File: src/rtl/dma_seq_pkg.sv
package dma_seq_pkg;

  typedef enum logic [1:0] {
    AM_FIXED = 2'b00,
    AM_INC   = 2'b01,
    AM_DEC   = 2'b10,
    AM_RSVD  = 2'b11
  } addr_mode_e;

  typedef enum logic [1:0] {
    SZ_BYTE  = 2'b00,
    SZ_WORD  = 2'b01,
    SZ_LONG  = 2'b10,
    SZ_BURST = 2'b11
  } xfer_size_e;

  localparam int unsigned STEP_W = 5;

  function automatic logic [STEP_W-1:0] size_step(xfer_size_e s);
    case (s)
      SZ_BYTE:  return 5'd1;
      SZ_WORD:  return 5'd2;
      SZ_LONG:  return 5'd4;
      default:  return 5'd16;
    endcase
  endfunction

  // burst size only allows incrementing addresses
  function automatic logic mode_illegal(addr_mode_e m, xfer_size_e s);
    if (m == AM_RSVD) return 1'b1;
    if (s == SZ_BURST && m != AM_INC) return 1'b1;
    return 1'b0;
  endfunction

endpackage

File: src/rtl/dma_cfg_check.sv
module dma_cfg_check
  import dma_seq_pkg::*;
(
  input  addr_mode_e src_mode_i,
  input  addr_mode_e dst_mode_i,
  input  xfer_size_e size_i,
  input  logic       single_addr_i,
  input  logic       dev_to_mem_i,
  output logic       src_used_o,
  output logic       dst_used_o,
  output logic       err_o
);

  always_comb begin
    src_used_o = !(single_addr_i && dev_to_mem_i);
    dst_used_o = !(single_addr_i && !dev_to_mem_i);
    err_o      = (src_used_o && mode_illegal(src_mode_i, size_i)) ||
                 (dst_used_o && mode_illegal(dst_mode_i, size_i));
  end

endmodule

File: src/rtl/dma_addr_unit.sv
module dma_addr_unit
  import dma_seq_pkg::*;
#(
  parameter int unsigned AW = 32
) (
  input  logic              clk_i,
  input  logic              rst_ni,
  input  logic              load_i,
  input  logic [AW-1:0]     load_val_i,
  input  logic              adv_i,
  input  addr_mode_e        mode_i,
  input  logic [STEP_W-1:0] step_i,
  output logic [AW-1:0]     addr_o
);

  logic [AW-1:0] addr_q, addr_d, step_ext;

  assign step_ext = AW'(step_i);

  always_comb begin
    addr_d = addr_q;
    if (load_i) begin
      addr_d = load_val_i;
    end else if (adv_i) begin
      case (mode_i)
        AM_INC:  addr_d = addr_q + step_ext;
        AM_DEC:  addr_d = addr_q - step_ext;
        default: addr_d = addr_q;
      endcase
    end
  end

  always_ff @(posedge clk_i or negedge rst_ni) begin
    if (!rst_ni) addr_q <= '0;
    else         addr_q <= addr_d;
  end

  assign addr_o = addr_q;

endmodule

File: src/rtl/dma_dack_ctrl.sv
module dma_dack_ctrl #(
  parameter bit HAS_DACK_PIN = 1'b1
) (
  input  logic clk_i,
  input  logic rst_ni,
  input  logic lvl_we_i,
  input  logic lvl_wdata_i,
  input  logic ack_active_i,
  output logic lvl_o,
  output logic dack_o
);

  logic lvl_q;

  generate
    if (HAS_DACK_PIN) begin : g_lvl
      always_ff @(posedge clk_i or negedge rst_ni) begin
        if (!rst_ni)       lvl_q <= 1'b0;
        else if (lvl_we_i) lvl_q <= lvl_wdata_i;
      end
    end else begin : g_no_lvl
      logic unused_w;
      assign unused_w = clk_i ^ rst_ni ^ lvl_we_i ^ lvl_wdata_i;
      assign lvl_q    = 1'b0;
    end
  endgenerate

  assign lvl_o  = lvl_q;
  assign dack_o = lvl_q ? ack_active_i : !ack_active_i;

endmodule

File: src/rtl/dma_addr_seq.sv
module dma_addr_seq
  import dma_seq_pkg::*;
#(
  parameter int unsigned AW           = 32,
  parameter bit          HAS_DACK_PIN = 1'b1
) (
  input  logic          clk_i,
  input  logic          rst_ni,
  input  logic          src_load_i,
  input  logic [AW-1:0] src_load_val_i,
  input  logic          dst_load_i,
  input  logic [AW-1:0] dst_load_val_i,
  input  logic [1:0]    src_mode_i,
  input  logic [1:0]    dst_mode_i,
  input  logic [1:0]    size_i,
  input  logic          single_addr_i,
  input  logic          dev_to_mem_i,
  input  logic          xfer_done_i,
  input  logic          ack_active_i,
  input  logic          ack_lvl_we_i,
  input  logic          ack_lvl_wdata_i,
  output logic [AW-1:0] src_addr_o,
  output logic [AW-1:0] dst_addr_o,
  output logic          config_error_o,
  output logic          ack_lvl_o,
  output logic          dack_o
);

  addr_mode_e        src_mode, dst_mode;
  xfer_size_e        size;
  logic              src_used, dst_used, cfg_err;
  logic [STEP_W-1:0] step;
  logic              adv_ok;

  assign src_mode = addr_mode_e'(src_mode_i);
  assign dst_mode = addr_mode_e'(dst_mode_i);
  assign size     = xfer_size_e'(size_i);
  assign step     = size_step(size);
  assign adv_ok   = xfer_done_i && !cfg_err;

  dma_cfg_check u_cfg (
    .src_mode_i    (src_mode),
    .dst_mode_i    (dst_mode),
    .size_i        (size),
    .single_addr_i (single_addr_i),
    .dev_to_mem_i  (dev_to_mem_i),
    .src_used_o    (src_used),
    .dst_used_o    (dst_used),
    .err_o         (cfg_err)
  );

  dma_addr_unit #(.AW(AW)) u_src (
    .clk_i      (clk_i),
    .rst_ni     (rst_ni),
    .load_i     (src_load_i),
    .load_val_i (src_load_val_i),
    .adv_i      (adv_ok && src_used),
    .mode_i     (src_mode),
    .step_i     (step),
    .addr_o     (src_addr_o)
  );

  dma_addr_unit #(.AW(AW)) u_dst (
    .clk_i      (clk_i),
    .rst_ni     (rst_ni),
    .load_i     (dst_load_i),
    .load_val_i (dst_load_val_i),
    .adv_i      (adv_ok && dst_used),
    .mode_i     (dst_mode),
    .step_i     (step),
    .addr_o     (dst_addr_o)
  );

  dma_dack_ctrl #(.HAS_DACK_PIN(HAS_DACK_PIN)) u_dack (
    .clk_i        (clk_i),
    .rst_ni       (rst_ni),
    .lvl_we_i     (ack_lvl_we_i),
    .lvl_wdata_i  (ack_lvl_wdata_i),
    .ack_active_i (ack_active_i),
    .lvl_o        (ack_lvl_o),
    .dack_o       (dack_o)
  );

  assign config_error_o = cfg_err;

endmodule

File: config.mk
export PLATFORM = sky130hd
export DESIGN_NAME = dma_addr_seq
export DESIGN_NICKNAME = d
export VERILOG_FILES = /design/src/rtl/dma_seq_pkg.sv /design/src/rtl/dma_cfg_check.sv /design/src/rtl/dma_addr_unit.sv /design/src/rtl/dma_dack_ctrl.sv /design/src/rtl/dma_addr_seq.sv
export SDC_FILE = /design/constraint.sdc
export NUM_CORES = 1
export LEC_CHECK = 0
export BUFFER_PORTS_ARGS = -buffer_cell sky130_fd_sc_hd__buf_2
export CAP_MARGIN = 20
export CORE_UTILIZATION = 41
export CTS_CLUSTER_SIZE = 40
export DETAILED_ROUTE_END_ITERATION = 8
export PLACE_DENSITY_LB_ADDON = 0.3
export SETUP_SLACK_MARGIN = 0.02
export SYNTH_ARGS = -nofsm -noshare
export SYNTH_HDL_FRONTEND = slang
export SYNTH_HIERARCHICAL = 1
export SYNTH_SLANG_ARGS = --single-unit
File: constraint.sdc
create_clock -name clk_i -period 5.19 [get_ports clk_i]
set_input_delay 0.7785 -clock clk_i [delete_from_list [all_inputs] [get_ports clk_i]]
set_output_delay 0.7785 -clock clk_i [all_outputs]
set_load 0.1 [all_outputs]
* After elaboration in Yosys (flattened, before gate mapping)
Cells that the tools add are included.
** Operators by class
- Multiplexer cells :: 22
- Reduce and logical (&&, ||, !) cells :: 22
- $add $sub $neg :: 4
- Equal/unequal tests :: 11
** Operators with widths (count)
- $mux 32 :: 4
- $pmux 32 s2 :: 2
- $add 32x5->32 :: 2
- $sub 32x5->32 :: 2
- $mux 1 :: 15
- $pmux 5 s3 :: 1
- $eq 2x2->1 const B :: 6
- $logic_and 1x1->1 :: 9
- $eq 2x1->1 const B :: 3
- $reduce_bool 3->1 :: 2
- $logic_not 1->1 :: 5
- $ne 2x1->1 const B :: 2
- $reduce_and 2->1 :: 2
- $reduce_bool 2->1 :: 2
- $logic_not 2->1 :: 1
- $logic_or 1x1->1 :: 1
** Storage, ports and cells
- Input port bits :: 80
- Logic and storage cells :: 62
- Flip-flop bits (word level) :: 65

* Logic depth before layout (Yosys ltp)
Gate-level depths: netlist (run 1).
- Depth after elaboration :: 13
- Depth in mapped cells :: 17
- Depth with buffers taken out :: 16

* Hierarchy
The synthesis (run 1) kept the hierarchy.
** By module, submodules not included
- dma_addr_unit (u_dst) :: area an instance 3415.8 um2, times used 1, cells an instance 435, seq. area each 800.8 um2
- dma_addr_unit (u_src) :: area an instance 3378.2 um2, times used 1, cells an instance 435, seq. area each 800.8 um2
- dma_dack_ctrl :: area an instance 48.8 um2, times used 1, cells an instance 3, seq. area each 25.0 um2
- dma_addr_seq :: area an instance 47.5 um2, times used 1, cells an instance 7, seq. area each 0.0 um2
- dma_cfg_check :: area an instance 40.0 um2, times used 1, cells an instance 8, seq. area each 0.0 um2

* Worst setup path after synthesis (run 1)
Ideal clock, no wire load.
- Kind :: input -> register
- Start point :: in size_i[1]
- End point :: reg u_dst.addr_q[29], in the netlist u_dst/addr_o[29]
- Data arrival time :: 4151 ps
- Data required time :: 5121 ps
- Stages :: 13
- Library setup time :: 69 ps
- Slack :: 970 ps
- Path through :: and2b_2 -> or3_1 -> o31ai_1 -> ha_1 -> clkbuf_1 -> nand2_1 -> o21ai_1 -> a211oi_2 -> a31oi_1 -> a311oi_2 -> o21ai_1 -> or4_1 -> nand3_1
** On the way
- Longest elaborated chain between the ends :: 13
- Elaborated cells on any way between the ends :: 30
- Classes of those cells :: add/sub (2); eq/ne (3); mux (14); reduce/logical (11)
** RTL lines
- start, declared :: line dma_addr_seq.sv:15 : input logic [1:0] size_i,
- parallel branches: the longest is 13 deep, another holds $sub 32x5->32
- end signal, assigned :: line dma_addr_unit.sv:35 : else addr_q <= addr_d;
- end, declared :: line dma_addr_unit.sv:16 : logic [AW-1:0] addr_q, addr_d, step_ext;
Several ways; the timed one is not identified. The select of a mux whose other input is x is not followed.
A chain may end at the register's enable or synchronous reset.

* Worst setup path after layout (run 1)
- Start point :: in size_i[1]
- End point :: reg u_dst.addr_q[29], in the netlist u_dst/addr_o[29]
** On the way
- Elaborated cells on any way between the ends :: 30
- Classes of those cells :: add/sub (2); eq/ne (3); mux (14); reduce/logical (11)
** RTL lines
- $eq 2x2->1 (tied with other cells) :: line dma_seq_pkg.sv:20 : case (s)
- $pmux 5 s3 (*) :: line dma_seq_pkg.sv:20
- via step[0] :: line dma_addr_seq.sv:32 : logic [STEP_W-1:0] step;
- $sub 32x5->32 or $add 32x5->32 (tied branches) :: line dma_addr_unit.sv:27, dma_addr_unit.sv:26
- $pmux 32 s2 (*) :: line dma_addr_unit.sv:25 : case (mode_i)
- $mux 32 (*) :: line dma_addr_unit.sv:24 : end else if (adv_i) begin
- $mux 32 (*) :: line dma_addr_unit.sv:22 : if (load_i) begin
The timed path passes the listed nets; every way through them passes the cells marked *. The select of a mux whose other input is x is not followed.

==> qor.yml, run 1 <==
logic_synthesis:
  yosysUniqueCellTypes: 72
  synth_seq_area_share_pct: 23.5
  netlist_instances: 888
  synth_edf_count: 0
  yosys.area.top_type_share_pct: 23.5
  ys_ff_latch: 65
  synth_area_leaders: "dfrtp_1 (23%), ha_1 (13%), a21oi_1 (6.6%)"
  synth_area_leader_cell: "dfrtp_1"
  ys.flop_type: "dfrtp_1"
  synthArstFlopShare_pct: 100
  postSynthAreaPerCell_um2: 7.80
  yosys_warnings: 6
  synth_area_mm2: 0.00693
power_and_ir_drop:
  ir_drop_mv: 0.181
  p_total_mw: 2.98
  power_per_cell_area_mw_per_mm2: 362
  p_leak_nw: 3.98
sta:
  hold_viol: 0
  fin_skew_ns: 0.00683
  relSlewSlack_pct: 42.4
  rsz0062_at_grt: "false"
  period_minus_slack_ns: 4.34
  post-route-period-util_pct: 83.6
  setup_viol: 0
  fmax_mhz: 230
  fin_setup_tns_ns: 0
  setup_slack_ns: 0.849
  drv_slew: 0
  tightest_slew_ns: 0.864
drt:
  wl_um: 20100
  wire_per_inst_um: 16.1
  dr_total_vias: 6951
  avgViaCountPerCell: 5.57
  drtAntennaViolNets: 0
  drc: 0
  drtIter0Drc: 474
  dr.pass1.iters: 8
critical_path:
  cp-start-kind: "primary input"
  max_stage_delay_ns: 0.48
  path_class: "primary input to flip-flop"
  cp_max_fo: 8
  crit_chain: "buf_2 > nor2_1 > inv_1 > ha_1 > nor3b_1 > ha_1 > nand2b_1 > ha_1 > a21oi_2 > o21ai_1 > a211oi_2 > a31oi_1 > a311oi_2 > o21ai_1 > or4_1 > nand3_1"
  cp_data_required_time_ns: 5.46
  crit_arrival_ns: 4.61
  cp-end-kind: "flip-flop"
  critPathSlowestCell: "ha_1"
  cpMostUsedCell: "ha_1"
worst_hold_path:
  hp-class: "flip-flop to flip-flop"
placement:
  dpl-instance-area_mm2: 0.00787
  dp_hpwl_um: 15500
  gp_congestion: 0.943
  dp_slack_ns: 0.530
  port_buffers: 146
finish:
  layout_common_cells: "buf_2 (146), nand2_1 (108), a21oi_1 (92)"
  drive_gt1_share_pct: 19.8
  design_area_mm2: 0.00823
  num-fill-cells: 1673
  final_util_pct: 49.8
  layout_commonest_cell: "buf_2"
  n_antenna_cell: 0
  finalNetCount: 1176
  areaGrowthSynthToFinish_pct: 18.8
die:
  die_h_um: 132
  core_mm2: 0.0165
  start_util_pct: 41.9
  placementRows: 47
  die_area_mm2: 0.0174
  fp.dieW_um: 132
  io_pins: 147
cts:
  cts_tree: "built"
  cts_setup_buffers: 0
  path_clk_slew_ns: 0.05
  clock_path_buffers: 2
  cts_made_buffers: 9
  h-tree-depth: 3
  cts_hold_buf: 0
  cts_sinks: 65
  cts_resized: 0
  worstSkewPairLatency_ns: 0.34
  root_buffer: "clkbuf_16"
global_route:
  antenna_found_initial: 0
  grtUsageTotal_pct: 23.5
  grt_max_degree: 73
  overflow: 0
  grt_pass1_vias: 6619
  grt_pass1_wl_um: 33000
run_status:
  status: "finished, final reports clean"
flow_run:
  maxCapViolations: 0
## worst max-delay path: cells and delay by family
kind | cells | cell delay [ns]
AOI/OAI and AO/OA | 6 | 1.35
buffers and inverters | 2 | 0.22
adders and majority gates | 3 | 0.90
and+or+nand+nor | 5 | 1.35
## area by class of cell
type	count	area [um2]	area share, %
multi-input cells	763	5070	61.6
flip-flops and latches	65	1630	19.8
repair buffers	158	853	10.4
well taps	220	275	3.34
clock buffers	14	274	3.33
inverters	25	93.8	1.14
clock inverters	2	35.0	0.426
## power breakdown
group	internal (mW)	leakage (nW)	switching, mW	total [mW]
logic	0.518	3.04	1.19	1.70
registers	0.571	0.785	0.0672	0.638
clock network	0.411	0.153	0.224	0.635
## flip-flops by register name, summed over array words and instances, names as in the netlist
register and flops:
u_src/addr_o 32, u_dack/lvl_o 1, u_dst/addr_o 32
## synthesized netlist by cell type (all sizes together), types with 3 or more instances
cell,n
o21a,5
clkbuf,34
and3b,3
mux2,7
nand4,8
nor2b,11
a41oi,3
mux2i,15
and3,10
nand3,17
or3,5
o31ai,9
and4,5
a21o,35
a211o,5
a221oi,3
a31oi,15
o221ai,4
nand2,108
nor3b,10
ha,72
buf,8
o22ai,3
inv,25
dfrtp,65
nand2b,16
nor4,4
o2111ai,3
nor2,69
o211ai,5
xnor2,29
o21ai,91
xor2,28
a21oi,99
nor3,11
a211oi,3
o21bai,7
nand3b,3
a21boi,4
and2,6
## per-stage QoR
step,cells,hold slack (ns)
CTS,1245,0.564
finish,1247,0.556
floorplan,895,0.483
global placement,1229,0.539
global route,1247,0.580
detailed placement,1229,0.551
## worst paths after layout
kind / slack [ns] / endpoint / start / depth (start not counted)
max in group asynchronous: 3.97 / u_dst/addr_o[29] / rst_ni / 2
min reg2reg: 0.56 / u_dack/lvl_o / u_dack/lvl_o / 1
max: 0.85 / u_dst/addr_o[29] / size_i[1] / 16
min: 0.56 / u_dack/lvl_o / u_dack/lvl_o / 1
max reg2reg: 2.08 / u_dst/addr_o[24] / u_dst/addr_o[0] / 12
min in group asynchronous: 0.62 / u_dst/addr_o[16] / rst_ni / 2
## per-layer routing
metal  share of wire (%)  up-vias  GRT usage [%]  wire length, um
met3                 5.5       40           4.04             1100
met2                  46      232           39.1             9240
met5                   0        -              0                0
met4                 2.7        0           8.79              535
met1                  46     3174           30.6             9200
li1                    -     3505              -                -
## cell families (layout without fill, tap and decap cells)
logic type	after synthesis	in the layout	share of synthesized area [%]
and+or+nand+nor	292	292	20.2
muxes	22	22	3.36
other	1	8	0.0541
xor gates and xnor gates	57	57	7.20
buffers and inverters	67	199	3.72
adders and majority gates	74	74	13.6
DFF	65	65	23.5
AOI/OAI and AO/OA	310	310	28.4
(Power assumes the default switching activity.)
==> run 2: changes to the inputs <==
--- a/config.mk
+++ b/config.mk
@@ -5,6 +5,7 @@
 export SDC_FILE = /design/constraint.sdc
 export NUM_CORES = 1
 export LEC_CHECK = 0
+export ABC_AREA = 1
 export BUFFER_PORTS_ARGS = -buffer_cell sky130_fd_sc_hd__buf_2
 export CAP_MARGIN = 20
 export CORE_UTILIZATION = 41
==> constraint.sdc (replaced) <==
create_clock -name clk_i -period 3.9 [get_ports clk_i]
set_input_delay 0.585 -clock clk_i [delete_from_list [all_inputs] [get_ports clk_i]]
set_output_delay 0.585 -clock clk_i [all_outputs]
set_load 0.1 [all_outputs]
==> run 2 against run 1 <==
Clock-buffer cell count unchanged. Register-to-register slack lost 0.41 ns. Critical path type unchanged. Critical endpoint is now u_dst/addr_o[27]. Non-clock buffer count stayed put.
==> qor.yml, run 2 <==
run_status:
  status: "finished, final reports clean"  # unchanged
sta:
  hold_viol: 0  # unchanged
  drv_slew: 0  # unchanged
  fmax_mhz: 301
  fin_setup_tns_ns: 0  # unchanged
  rsz0062_at_grt: "false"  # unchanged
  fin_skew_ns: 0.00604  # was 0.00683 ns
  setup_slack_ns: 0.582  # was 0.849 ns
  setup_viol: 0  # unchanged
  period_minus_slack_ns: 3.32
  tightest_slew_ns: 0.615  # was 0.864 ns
  relSlewSlack_pct: 58.9  # was 42.4%
  post-route-period-util_pct: 85.1
die:
  die_h_um: 142  # was 132 um
  core_mm2: 0.0189  # was 0.0165 mm2
  io_pins: 147  # unchanged
  fp.dieW_um: 142  # was 132 um
  placementRows: 50  # was 47
  die_area_mm2: 0.0201  # was 0.0174 mm2
  start_util_pct: 42.3  # was 41.9%
power_and_ir_drop:
  switching_share_pct: 52.5  # was 49.6%
  p_seq_share_pct: 21.0  # was 21.5%
  p_total_mw: 4.09  # was 2.98 mW
  intPower_mw: 1.94  # was 1.50 mW
  ir_drop_mv: 0.220  # was 0.181 mV
  p_leak_nw: 5.78  # was 3.98 nW
  clkPwrFrac_pct: 21.5  # was 21.3%
  comb_power_share_pct: 57.6  # was 57.2%
  power_per_cell_area_mw_per_mm2: 435  # was 362 mW/mm2
  switchingPower_mw: 2.14  # was 1.48 mW
placement:
  dp_hpwl_um: 19400  # was 15500 um
  dpl-instance-area_mm2: 0.00908  # was 0.00787 mm2
  dp_slack_ns: 0.255  # was 0.530 ns
  gp_congestion: 0.918  # was 0.943
  port_buffers: 146  # unchanged
  dp_cells: 1795  # was 1229
logic_synthesis:
  synthArstFlopShare_pct: 100  # unchanged
  yosys.area.top_type_share_pct: 25.7  # was 23.5%
  synth_area_mm2: 0.00800  # was 0.00693 mm2
  synth_area_leaders: "nand2_1 (26%), dfrtp_1 (20%), inv_1 (12%)"  # was dfrtp_1 (23%), ha_1 (13%), a21oi_1 (6.6%)
  yosysMostFrequentCell: "nand2_1"  # unchanged
  synth_edf_count: 0  # unchanged
  yosys_warnings: 6  # unchanged
  netlist_instances: 1390  # was 888
  synth_common_cells: "nand2_1 (547), inv_1 (265), nor2_1 (104), nand3_1 (95), ha_1 (72)"  # was nand2_1 (108), a21oi_1 (92), ha_1 (72), nor2_1 (69), dfrtp_1 (65)
  synth_seq_area_share_pct: 20.3  # was 23.5%
  synth_area_leader_cell: "nand2_1"  # was dfrtp_1
  yosysUniqueCellTypes: 36  # was 72
  ys.flop_type: "dfrtp_1"  # unchanged
  postSynthAreaPerCell_um2: 5.76  # was 7.80 um2
  ys_ff_latch: 65  # unchanged
cts:
  h-tree-depth: 3  # unchanged
  clock_path_buffers: 2  # unchanged
  cts_setup_buffers: 0  # unchanged
  cts_hold_buf: 0  # unchanged
  cts_made_buffers: 9  # unchanged
  worstSkewPairLatency_ns: 0.35  # was 0.34 ns
  path_clk_slew_ns: 0.06  # was 0.05 ns
  cts_resized: 0  # unchanged
  cts_sinks: 65  # unchanged
  cts_tree: "built"  # unchanged
  root_buffer: "clkbuf_16"  # unchanged
global_route:
  grt_max_degree: 43  # was 73
  grtUsageTotal_pct: 24.4  # was 23.5%
  grt_pass1_vias: 8214  # was 6619
  grt_pass1_wl_um: 38500  # was 33000 um
  antenna_found_initial: 0  # unchanged
  overflow: 0  # unchanged
worst_hold_path:
  hp-class: "primary input to asynchronous set/reset pin"  # was flip-flop to flip-flop
finish:
  layoutNonFillerInstCount: 1811  # was 1247
  design_area_mm2: 0.00939  # was 0.00823 mm2
  finalNetCount: 1700  # was 1176
  layout_common_cells: "nand2_1 (547), inv_1 (265), buf_2 (146)"  # was buf_2 (146), nand2_1 (108), a21oi_1 (92)
  drive_gt1_share_pct: 13.3  # was 19.8%
  layout_commonest_cell: "nand2_1"  # was buf_2
  n_antenna_cell: 0  # unchanged
  areaGrowthSynthToFinish_pct: 17.4  # was 18.8%
  num-fill-cells: 2077  # was 1673
critical_path:
  crit_arrival_ns: 3.55  # was 4.61 ns
  cp-end-kind: "flip-flop"  # unchanged
  path_class: "primary input to flip-flop"  # unchanged
  cp_max_fo: 6  # was 8
  cp-start-kind: "primary input"  # unchanged
  cp_data_required_time_ns: 4.14  # was 5.46 ns
flow_run:
  maxCapViolations: 0  # unchanged
drt:
  wl_um: 24000  # was 20100 um
  drtAntennaViolNets: 0  # unchanged
  avgViaCountPerCell: 4.88  # was 5.57
  dr.pass1.iters: 5  # was 8
  dr_total_vias: 8835  # was 6951
  drtIter0Drc: 505  # was 474
  drc: 0  # unchanged
  wire_per_inst_um: 13.3  # was 16.1 um
[run 2: cell types whose count changed after synthesis, moves of 15 or more]
cell      change
nand3_1      +78
inv_1       +240
a21oi_1      -48
nor2_1       +35
o21ai_1      -18
mux2i_1      -15
nand2b_1     -16
o21ai_0      -32
a21o_1       -33
nand2_1     +439
a22oi_1      +37
clkbuf_1     -30
xor2_1       -22
[run 2: critical path: stages]
cell and delay, ns:
buf_2 0.12, nor2_1 0.29, inv_1 0.11, ha_1 0.23, nand2_1 0.08, nor2_1 0.04
ha_1 0.16, or2_2 0.39, ha_1 0.40, nand2_1 0.12, nor2_1 0.24, nand2_1 0.13
nor3_1 0.21, nand2_1 0.17, nand2_1 0.10, nand2_1 0.05, nand3_1 0.06, nand2_1 0.06
[run 2: cells by family (layout without fill, tap and decap cells)]
| logic type | Yosys count | after routing | synth area share, % |
|---|---|---|---|
| compound gates | 143 | 143 | 10.9 |
| xor+xnor | 23 | 23 | 2.52 |
| fa+ha+maj | 74 | 74 | 11.8 |
| buf+inv | 288 | 446 | 13.7 |
| flops | 65 | 65 | 20.3 |
| other cells | 1 | 4 | 0.0469 |
| simple gates | 796 | 796 | 40.8 |
[run 2: worst paths after layout]
kind                            cells past startpoint             from  slack, ns               end
worst max-delay path                               18        size_i[1]       0.58  u_dst/addr_o[27]
min in group clk_i                                  3  ack_lvl_wdata_i       0.43      u_dack/lvl_o
max in group asynchronous                           2           rst_ni       2.65  u_dst/addr_o[17]
worst min-delay path                                1           rst_ni       0.24   u_src/addr_o[4]
worst max register to register                     12  u_src/addr_o[0]       1.67  u_src/addr_o[12]
worst min register to register                      2     u_dack/lvl_o       0.52      u_dack/lvl_o
[run 2: layer usage]
metal	global-route usage, %	wire length (um)
met5	0	0
met2	41.9	11100
met4	10.8	772
met3	2.40	1150
met1	30.9	11000
[run 2: layout make-up]
| cell class | count | area (um2) | share of cell area, % |
|---|---|---|---|
| Inverter | 272 | 1020 | 10.9 |
| Sequential cell | 65 | 1630 | 17.3 |
| Timing Repair Buffer | 158 | 821 | 8.74 |
| Clock buffer | 14 | 274 | 2.92 |
| Tap cell | 260 | 325 | 3.46 |
| Multi-Input combinational cell | 1040 | 5290 | 56.3 |
| Clock inverter | 2 | 35.0 | 0.373 |
[run 2: power by group through the flow]
stage | Clock (mW) | Combinational (mW) | Sequential (mW)
final | 0.876 | 2.35 | 0.856
after detailed placement | 0 | 2.33 | 0.869
after global placement | 0 | 2.31 | 0.868
after floorplan | 0 | 1.21 | 1.47
after CTS | 0.895 | 2.34 | 0.857
after global routing | 0.919 | 2.58 | 0.868
[run 2: through the flow]
stage | util (%) | hold WS (ns)
2_1_floorplan | - | 0.289
4_1_cts | 49.7 | 0.253
6_report | 49.7 | 0.240
3_3_place_gp | 48.1 | 0.505
3_5_place_dp | 48.1 | 0.507
5_1_grt | 49.7 | 0.291
==> run 3: changes to the inputs <==
--- a/config.mk
+++ b/config.mk
@@ -8,11 +8,12 @@
 export ABC_AREA = 1
 export BUFFER_PORTS_ARGS = -buffer_cell sky130_fd_sc_hd__buf_2
 export CAP_MARGIN = 20
-export CORE_UTILIZATION = 41
+export CORE_UTILIZATION = 40
 export CTS_CLUSTER_SIZE = 40
 export DETAILED_ROUTE_END_ITERATION = 8
 export PLACE_DENSITY_LB_ADDON = 0.3
 export SETUP_SLACK_MARGIN = 0.02
+export SLEW_MARGIN = 20
 export SYNTH_ARGS = -nofsm -noshare
 export SYNTH_HDL_FRONTEND = slang
 export SYNTH_HIERARCHICAL = 1
==> constraint.sdc (replaced) <==
create_clock -name clk_i -period 3.39 [get_ports clk_i]
set_input_delay 0.5085 -clock clk_i [delete_from_list [all_inputs] [get_ports clk_i]]
set_output_delay 0.5085 -clock clk_i [all_outputs]
set_load 0.1 [all_outputs]
==> run 3 against run 2 <==
Register-to-register slack worse by 0.50 ns. Sequential power is 15% higher. Largest cell class unchanged. Critical path depth shrank 2.
==> qor.yml, run 3 (synthesis gave the netlist of run 2 again) <==
cts:
  path_clk_slew_ns: 0.06  # about the same
  cts_made_buffers: 9  # unchanged
  worstSkewPairLatency_ns: 0.34  # was 0.35 ns
  cts_setup_buffers: 0  # unchanged
  clock_path_buffers: 2  # unchanged
  cts_tree: "built"  # unchanged
  cts_sinks: 65  # unchanged
  h-tree-depth: 3  # unchanged
  root_buffer: "clkbuf_16"  # unchanged
placement:
  dp_slack_ns: -0.0538  # was 0.255 ns
  gp_congestion: 0.939  # was 0.918
  dp_hpwl_um: 20000  # was 19400 um
  port_buffers: 146  # unchanged
drt:
  wl_met3_um: 1150  # about the same
  drtAntennaViolNets: 0  # unchanged
  dr_wl_met2_um: 11300  # was 11100 um
  avgViaCountPerCell: 4.86  # was 4.88
  drc: 0  # unchanged
  drtIter0Drc: 502  # was 505
  dr_total_vias: 8843  # was 8835
  dr.pass1.iters: 5  # unchanged
  top_layer: "met4"  # unchanged
  wl_met1_um: 11100  # was 11000 um
  wire_per_inst_um: 13.4  # was 13.3 um
  wl_um: 24300  # was 24000 um
power_and_ir_drop:
  power_per_cell_area_mw_per_mm2: 498  # was 435 mW/mm2
  p_leak_nw: 5.79  # was 5.78 nW
  ir_drop_mv: 0.223  # was 0.220 mV
sta:
  fin_skew_ns: 0.00557  # was 0.00604 ns
  hold_viol: 0  # unchanged
  drv_slew: 0  # unchanged
  period_minus_slack_ns: 3.06
  setup_slack_ns: 0.335  # was 0.582 ns
  rsz0062_at_grt: "false"  # unchanged
  setup_viol: 0  # unchanged
  fmax_mhz: 327
  relSlewSlack_pct: 50.8  # was 58.9%
  fin_setup_tns_ns: 0  # unchanged
  tightest_slew_ns: 0.737  # was 0.615 ns
  post-route-period-util_pct: 90.1
  holdWs_ns: 0.370  # was 0.240 ns
die:
  start_util_pct: 41.0  # was 42.3%
  core_mm2: 0.0195  # was 0.0189 mm2
  die_h_um: 143  # was 142 um
  io_pins: 147  # unchanged
  fp.dieW_um: 143  # was 142 um
  die_area_mm2: 0.0206  # was 0.0201 mm2
  placementRows: 51  # was 50
finish:
  finalNetCount: 1705  # was 1700
  areaGrowthSynthToFinish_pct: 17.8  # was 17.4%
  n_antenna_cell: 0  # unchanged
  drive_gt1_share_pct: 13.6  # was 13.3%
  layout_commonest_cell: "nand2_1"  # unchanged
  layout_common_cells: "nand2_1 (547), inv_1 (265), buf_2 (146)"  # unchanged
global_route:
  grt_max_degree: 34  # was 43
  grt_pass1_vias: 8298  # was 8214
  grtUsageTotal_pct: 24.5  # was 24.4%
  grt_pass1_wl_um: 39300  # was 38500 um
  overflow: 0  # unchanged
  antenna_found_initial: 0  # unchanged
critical_path:
  reg2reg_depth: 12  # unchanged
  cp_max_fo: 6  # unchanged
  r2r_start: "u_src/addr_o[0]"  # unchanged
  startpoint: "size_i[1]"  # unchanged
  cp-end-kind: "flip-flop"  # unchanged
  cp_data_required_time_ns: 3.60  # was 4.14 ns
  crit_end: "u_src/addr_o[11]"  # was u_dst/addr_o[27]
  r2r_end: "u_src/addr_o[12]"  # unchanged
  cp-start-kind: "primary input"  # unchanged
  rrSetupSlack_ns: 1.17  # was 1.67 ns
  path_class: "primary input to flip-flop"  # unchanged
  crit_arrival_ns: 3.27  # was 3.55 ns
worst_hold_path:
  hp-class: "primary input to flip-flop"  # was primary input to asynchronous set/reset pin
run_status:
  status: "finished, final reports clean"  # unchanged
flow_run:
  maxCapViolations: 0  # unchanged
run 3: changes by cell type in the layout (fill, tap and decap cells not counted), sizes merged:
| cell | before | now |
|---|---|---|
| buf | 158 | 162 |
| clkbuf | 14 | 12 |
| clkinv | 1 | 2 |
| dlygate4sd3 | 0 | 1 |
run 3: worst min-delay path by stage:
| stage | startpoint | to | cells after the start |
|---|---|---|---|
| 6_report | ack_lvl_wdata_i | u_dack/lvl_o | 3 |
| 5_1_grt | dst_load_val_i[4] | u_dst/addr_o[4] | 3 |
| 4_1_cts | ack_lvl_wdata_i | u_dack/lvl_o | 3 |
| 3_5_place_dp | rst_ni | u_src/addr_o[5] | 1 |
| 3_3_place_gp | rst_ni | u_src/addr_o[5] | 1 |
| 2_1_floorplan | rst_ni | u_dack/lvl_o | 0 |
run 3: cell type report:
cell class              count  area (um2)
fillers                  2087       10100
flip-flops and latches     65        1630
clock inverters             3        40.0
repair buffers            163         861
inverters                 272        1020
well taps                 265         332
multi-input cells        1040        5290
clock buffers              12         256
run 3: timing repair:
item	4_1_cts	5_1_grt
setup endpoints to repair	0	4
hold buffers	1	0
endpoints found under the hold margin	4	0
gates resized for setup	0	1
run 3: per-layer routing:
| metal | up-vias | GRT usage, % |
|---|---|---|
| met5 | - | 0 |
| met4 | 0 | 9.91 |
| met3 | 42 | 2.30 |
| met2 | 254 | 42.6 |
| met1 | 3893 | 31.0 |
| li1 | 4654 | - |
run 3: critical path, cell delays in order:
cell     delay, ns
buf_2         0.13
nor2_2        0.20
inv_1         0.09
ha_1          0.21
nand2_1       0.08
nor2_1        0.05
ha_1          0.16
or2_2         0.37
ha_1          0.37
nand2_1       0.13
nor2_1        0.24
nand4_1       0.13
nand3_1       0.20
a21oi_1       0.10
o21ai_1       0.17
nand3_1       0.11
run 3: report_power, final:
part / internal, mW / switching (mW)
clock network: 0.604 / 0.381
logic: 0.734 / 1.99
registers: 0.875 / 0.111
run 3: stage by stage:
step | total power [mW] | area, um2 | cells | util (%)
3_3_place_gp | 3.69 | 9120 | 1804 | 46.7
5_1_grt | 5.03 | 9430 | 1820 | 48.3
6_report | 4.70 | 9430 | 1820 | 48.3
2_1_floorplan | 3.09 | 8010 | 1393 | -
4_1_cts | 4.71 | 9420 | 1820 | 48.3
3_5_place_dp | 3.70 | 9120 | 1804 | 46.7
